**src/rtl/pwm_dbuf_gen.sv**
```systemverilog
`timescale 1ns/1ps
module pwm_dbuf_gen #(
  parameter int W   = 16,
  parameter int PSW = 2
) (
  input  logic         clk,
  input  logic         rst_n,
  input  logic         wr_en,
  input  logic [1:0]   wr_addr,
  input  logic [W-1:0] wr_data,
  input  logic         fault_in,
  output logic         pwm_out,
  output logic         match_irq,
  output logic         fault_irq,
  output logic         fault_sticky
);
  localparam int PCW = (1 << PSW) - 1;
  localparam logic [2:0] MODE_PWM   = 3'b110;
  localparam logic [2:0] MODE_PWM_F = 3'b111;

  logic [W-1:0]   per_q, sec_q, act_q, tmr_q;
  logic [2:0]     mode_q;
  logic [PSW-1:0] ps_q;
  logic           en_q;
  logic [PCW-1:0] pre_q, pre_lim;
  logic           flt_q, mirq_q, firq_q;

  wire pwm_mode = (mode_q == MODE_PWM) || (mode_q == MODE_PWM_F);
  wire wr_per   = wr_en && (wr_addr == 2'd0);
  wire wr_sec   = wr_en && (wr_addr == 2'd1);
  wire wr_act   = wr_en && (wr_addr == 2'd2) && !pwm_mode;
  wire wr_ctl   = wr_en && (wr_addr == 2'd3);

  assign pre_lim = PCW'((1 << ps_q) - 1);

  wire tick = en_q && (pre_q == pre_lim);
  wire wrap = tick && (tmr_q >= per_q);
  wire fset = (mode_q == MODE_PWM_F) && fault_in && !flt_q;

  always_ff @(posedge clk) begin
    if (!rst_n) begin
      per_q  <= '0;
      sec_q  <= '0;
      act_q  <= '0;
      mode_q <= '0;
      ps_q   <= '0;
      en_q   <= 1'b0;
    end else begin
      if (wr_per) per_q <= wr_data;
      if (wr_sec) sec_q <= wr_data;
      if (wrap)        act_q <= sec_q;
      else if (wr_act) act_q <= wr_data;
      if (wr_ctl) begin
        mode_q <= wr_data[2:0];
        ps_q   <= wr_data[3 +: PSW];
        en_q   <= wr_data[7];
      end
    end
  end

  always_ff @(posedge clk) begin
    if (!rst_n || !en_q) begin
      pre_q <= '0;
      tmr_q <= '0;
    end else if (tick) begin
      pre_q <= '0;
      tmr_q <= wrap ? '0 : tmr_q + 1'b1;
    end else begin
      pre_q <= pre_q + 1'b1;
    end
  end

  always_ff @(posedge clk) begin
    if (!rst_n) begin
      flt_q  <= 1'b0;
      mirq_q <= 1'b0;
      firq_q <= 1'b0;
    end else begin
      mirq_q <= wrap;
      firq_q <= fset && !wr_ctl;
      if (wr_ctl)    flt_q <= 1'b0;
      else if (fset) flt_q <= 1'b1;
    end
  end

  assign pwm_out      = pwm_mode && !flt_q && (tmr_q < act_q);
  assign match_irq    = mirq_q;
  assign fault_irq    = firq_q;
  assign fault_sticky = flt_q;
endmodule

```
**config.mk**
```make
export PLATFORM = sky130hd
export DESIGN_NAME = pwm_dbuf_gen
export DESIGN_NICKNAME = d
export VERILOG_FILES = /design/src/rtl/pwm_dbuf_gen.sv
export SDC_FILE = /design/constraint.sdc
export NUM_CORES = 1
export LEC_CHECK = 0
export BUFFER_PORTS_ARGS = -buffer_cell sky130_fd_sc_hd__buf_2
export CORE_MARGIN = 4
export CORE_UTILIZATION = 45
export CTS_CLUSTER_SIZE = 25
export DETAILED_ROUTE_END_ITERATION = 10
export SYNTH_ARGS = -nofsm -noshare
export SYNTH_HDL_FRONTEND = slang
export SYNTH_SLANG_ARGS = --single-unit
```
**constraint.sdc**
```tcl
create_clock -name clk -period 2.3 [get_ports clk]
set_input_delay 0.115 -clock clk [delete_from_list [all_inputs] [get_ports clk]]
set_output_delay 0.115 -clock clk [all_outputs]
set_load 0.05 [all_outputs]
```
* After elaboration in Yosys (flattened, before gate mapping)
Index checks and enable logic that the tools add are counted.
Word-level totals: flip-flop bits (word level) 76, input bits 22, output and inout bits 4, logic and storage cells 50
Operators by class: add/sub/neg operators 3, magnitude comparators 2, equality and inequality tests 6, shift-type cells 1, multiplexer cells 3, bitwise logic cells 1, reduce and logical (&&, ||, !) cells 23
Operators with widths (number):
- 16-bit two-way mux | 3
- 16-bit by 1-bit adder with 16-bit output, second input constant | 1
- 16-bit >= comparator | 1
- 16-bit < comparator | 1
- 1-bit logical AND | 12
- 3-bit equality test, second input constant | 2
- 1-bit zero test | 5
- 2-bit equality test, second input constant | 2
- 2-bit OR reduction | 2
- 3-bit by 1-bit adder with 3-bit output, second input constant | 1
- 3-bit equality test | 1
- 1-bit by 2-bit << shifter with 3-bit output, first input constant | 1
- 3-bit by 2-bit subtractor with 3-bit output, second input constant | 1
- 2-bit by 1-bit equality test with 1-bit output, second input constant | 1
- 2-bit zero test | 1
- 1-bit logical OR | 2
- 2-bit nonzero test | 1
- 1-bit NOT | 1

* Logic depth before layout (Yosys ltp)
word-level depth 6, gate-level depth with buffers 10

* Least setup slack after synthesis
OpenSTA, ideal clock, no wires.
path kind register to output, start point reg act_q[5], end point out pwm_out, arrival 2249 ps, required time 2185 ps, path slack -64 ps, stages on the path, launching flop included 8, path through dfxtp_1 > inv_1 > ha_1 > a21o_1 > a221oi_1 > o21ai_0 > a221o_1 > a31oi_1
Between the ends: word-level cells in the longest chain between the ends 2
RTL lines:
- start: declaration | RTL line 21 | logic [W-1:0] per_q, sec_q, act_q, tmr_q;
- start signal: assignment | RTL line 51 | if (wrap) act_q <= sec_q;
- start signal: assignment | RTL line 52 | else if (wr_act) act_q <= wr_data;
- 16-bit < comparator | RTL line 86 | assign pwm_out = pwm_mode && !flt_q && (tmr_q < act_q);
- 1-bit logical AND | RTL line 86
- end: declaration | RTL line 12 | output logic pwm_out,
Every way passes these cells.

* Final worst setup path
start point reg tmr_q[6], end point out pwm_out
Between the ends: word-level cells in the longest chain between the ends 2
RTL lines:
- start: declaration | RTL line 21
- start signal: assignment | RTL line 67 | tmr_q <= wrap ? '0 : tmr_q + 1'b1;
- 16-bit < comparator | RTL line 86
- 1-bit logical AND | RTL line 86
Every way passes these cells.

==> impl_metrics.tcl <==
set metrics [dict create \
    outcome "complete, no violations" \
    hold_violations 0 \
    area_growth_pct 15.6 \
    place_hpwl_um 6740 \
    synth_nets 521 \
    detail_route.first_pass.iterations 4 \
    peakVddDrop_uv 312 \
    setup_tns_ns 0 \
    synth-seq-area-share_pct 38.5 \
    gr-total-overflow 0 \
    path_cells "ha_4 > and3_4 > a221oi_2 > o21ai_1 > a221o_1 > a31oi_2 > buf_6" \
    cp_data_required_time_ns 2.18 \
    endpoint_kind "primary output" \
    avgSynthCellArea_sq_um 8.48 \
    startpoint_type "flop" \
    nNetsFinal 549 \
    syn_area_sq_um 3950 \
    die-area_sq_um 10300 \
    synth_top_family_by_area "simple AND/OR/NAND/NOR gates" \
    cp_slowest_stage_delay_ns 0.36 \
    dpl.cell_count 586 \
    power.density_nw_per_um2 619 \
    cts_tree "done" \
    critPathMaxFanout 2 \
    synthXorXnorAreaFrac_pct 2.66 \
    synthAdderAreaFrac_pct 10.4 \
    hold_buffers 0 \
    numCtsBuffers 9 \
    gp_congestion 0.801 \
    clk_pin_slew_worst_paths_ns 0.08 \
    dieHeight_um 102 \
    initial_core_util_pct 47.1 \
    grt_pass1_wl_um 16000 \
    vias 3337 \
    power.leakage_nw 1.75 \
    root_buffer "clkbuf_8" \
    antenna_cells 0 \
    ys_ff_latch 76 \
    h-tree-depth 3 \
    synthFlopType "dfxtp_1" \
    synth_warnings 0 \
    rsz0062_at_grt "yes" \
    syn_inst 466 \
    cts_max_path_buffers 2 \
    ant_nets 0 \
    drtIter0Drc 151 \
    synth_edf_count 0 \
    grt_max_degree 45 \
    synth-simple-area-share_pct 20.3 \
    finalMaxSlewViolations 0 \
    ioPinCount 26 \
    fin_skew_ns 0.0103 \
    grt_pass1_vias 3174 \
    clock-sinks 76 \
    synth_compound_area_share_pct 20.0 \
    rows 33 \
    criticalPathCategory "reg2out" \
    drc_errors 0 \
    via_per_inst 5.53 \
    maxCapViolCount 0 \
    yosysUniqueCellTypes 46 \
    relSlewSlack_pct 50.3 \
    layout.cells.non_filler 603 \
    portBuffers 25 \
    dieWidth_um 102 \
    insertion_delay_ns 0.34 \
    finalSetupViolCount 0 \
    antenna_found_initial 0 \
    wl_um 9340 \
    drive_gt1_share_pct 16.3 \
    post-route-min-period_ns 2.29 \
    slowest_stage "dfxtp_4" \
    ys_async_sr_fraction_pct 0 \
    min_period_over_period_pct 99.3 \
    max_freq_mhz 438 \
    hold_ws_ns 0.0247 \
    worstMarginPinSlew_ns 0.743 \
    grtUsageTotal_pct 19.6 \
    wl_per_cell_um 15.5 \
    synthMuxAreaShare_pct 1.77 \
    holdCritPathClass "in2reg" \
    core_area_sq_um 8380 \
    cp_data_arrival_time_ns 2.17 \
]
cell usage after synthesis, types with 2 or more instances:
cell type | number | share of area [%]
xor2_1 | 7 | 1.6
o21ai_2 | 2 | 0.44
inv_1 | 34 | 3.2
nor2_1 | 21 | 2.0
nor4_1 | 2 | 0.32
and3_1 | 2 | 0.32
nand2_1 | 97 | 9.2
and4_1 | 5 | 1.1
nor3b_1 | 2 | 0.38
dfxtp_1 | 76 | 39
nor2b_1 | 8 | 1.3
ha_1 | 33 | 10
nor3_1 | 4 | 0.51
a21oi_1 | 14 | 1.8
nand3_1 | 10 | 1.3
xnor2_1 | 5 | 1.1
a21o_1 | 4 | 0.76
or3_1 | 2 | 0.32
buf_2 | 5 | 0.63
o21ai_0 | 10 | 1.3
a21boi_0 | 32 | 6.1
o21a_1 | 3 | 0.57
nand4_1 | 8 | 1.3
o311a_1 | 16 | 4.1
nand3b_1 | 3 | 0.57
o221ai_1 | 15 | 3.3
a31oi_1 | 3 | 0.48
clkbuf_1 | 19 | 1.8
mux2i_1 | 7 | 1.8
per-layer routing:
metal  track usage (%)  routed length, um  up-vias  share of wire (%)
met5                 0                  0        -                  0
met4              5.42                 51        0               0.55
met3              2.69                381        5                4.1
met2              30.0               4180       54                 45
met1              28.8               4730     1581                 51
li1                  -                  -     1697                  -
cells by family (layout without fill, tap and decap cells):
group,count (synthesis),count (layout)
DFF,76,76
AOI/OAI and AO/OA,105,105
and+or+nand+nor,172,172
adders and majority gates,33,33
xor gates and xnor gates,12,12
muxes,7,7
buffers and inverters,61,93
cells in the final DEF, fill, tap and decap left out, types with 9 or more instances in the layout:
cell type,n
o311a_1,16
buf_2,24
buf_4,17
inv_1,32
nor2_1,20
nand3_1,10
o221ai_1,15
dfxtp_1,69
a21boi_0,32
nand2_1,97
ha_1,30
o21ai_0,9
clkbuf_8,10
a21oi_1,14
critical path: cells and delay by family, from the launching register on:
| kind | cells | cell delay (ns) |
|---|---|---|
| AOI/OAI and AO/OA | 4 | 0.86 |
| adders and majority gates | 1 | 0.24 |
| buffers and inverters | 1 | 0.19 |
| DFF | 1 | 0.36 |
| and+or+nand+nor | 1 | 0.18 |
area by class of cell:
| class | count | area, sq um |
|---|---|---|
| fill | 842 | 3810 |
| tap | 105 | 131 |
| multi-input combinational | 329 | 2260 |
| sequential | 76 | 1540 |
| inverter | 34 | 128 |
| clock buffer | 11 | 141 |
| timing repair buffer | 44 | 299 |
| clock inverter | 4 | 73.8 |
stage by stage:
stage          cell area [sq um]  power (mW)  utilization (%)  worst slack, ns
3_3_place_gp                4260        1.72             50.9            0.157
6_report                    4570        2.83             54.5           0.0150
3_5_place_dp                4260        1.72             50.9            0.119
4_1_cts                     4560        2.85             54.4          -0.0111
2_1_floorplan               3960        1.60                -            0.185
5_1_grt                     4570        2.94             54.5          -0.0804
power by group:
| group | leakage (nW) | total, mW | switching (mW) | internal [mW] |
|---|---|---|---|---|
| Clock | 0.109 | 1.13 | 0.497 | 0.636 |
| Combinational | 1.02 | 0.330 | 0.196 | 0.133 |
| Sequential | 0.620 | 1.37 | 0.0162 | 1.35 |
| Total | 1.75 | 2.83 | 0.710 | 2.12 |
path summary, 6_finish.rpt:
path | start | endpoint | slack (ns) | cells after the start
worst min register to register | per_q[8]$_SDFFE_PN0P_ | per_q[8]$_SDFFE_PN0P_ | 0.46 | 2
worst max-delay path | tmr_q[6]$_SDFFE_PP0P_ | pwm_out | 0.01 | 7
worst max register to register | tmr_q[4]$_SDFFE_PP0P_ | act_q[14]$_SDFFE_PN0P_ | 0.19 | 9
worst min-delay path | fault_in | fault_irq$_SDFF_PN0_ | 0.02 | 3
sequential cells by signal (all words and copies together) (netlist names):
register      count
act_q            16
per_q            16
tmr_q            16
sec_q            16
fault_sticky      1
mode_q            3
en_q              1
pre_q             3
match_irq         1
ps_q              2
fault_irq         1
timing repair:
action,in CTS,in global routing
resized for setup,17,4
setup buffers,2,0
setup endpoints to repair,1,1
pin swaps,6,0
Power figures use the tool's default switching activity.
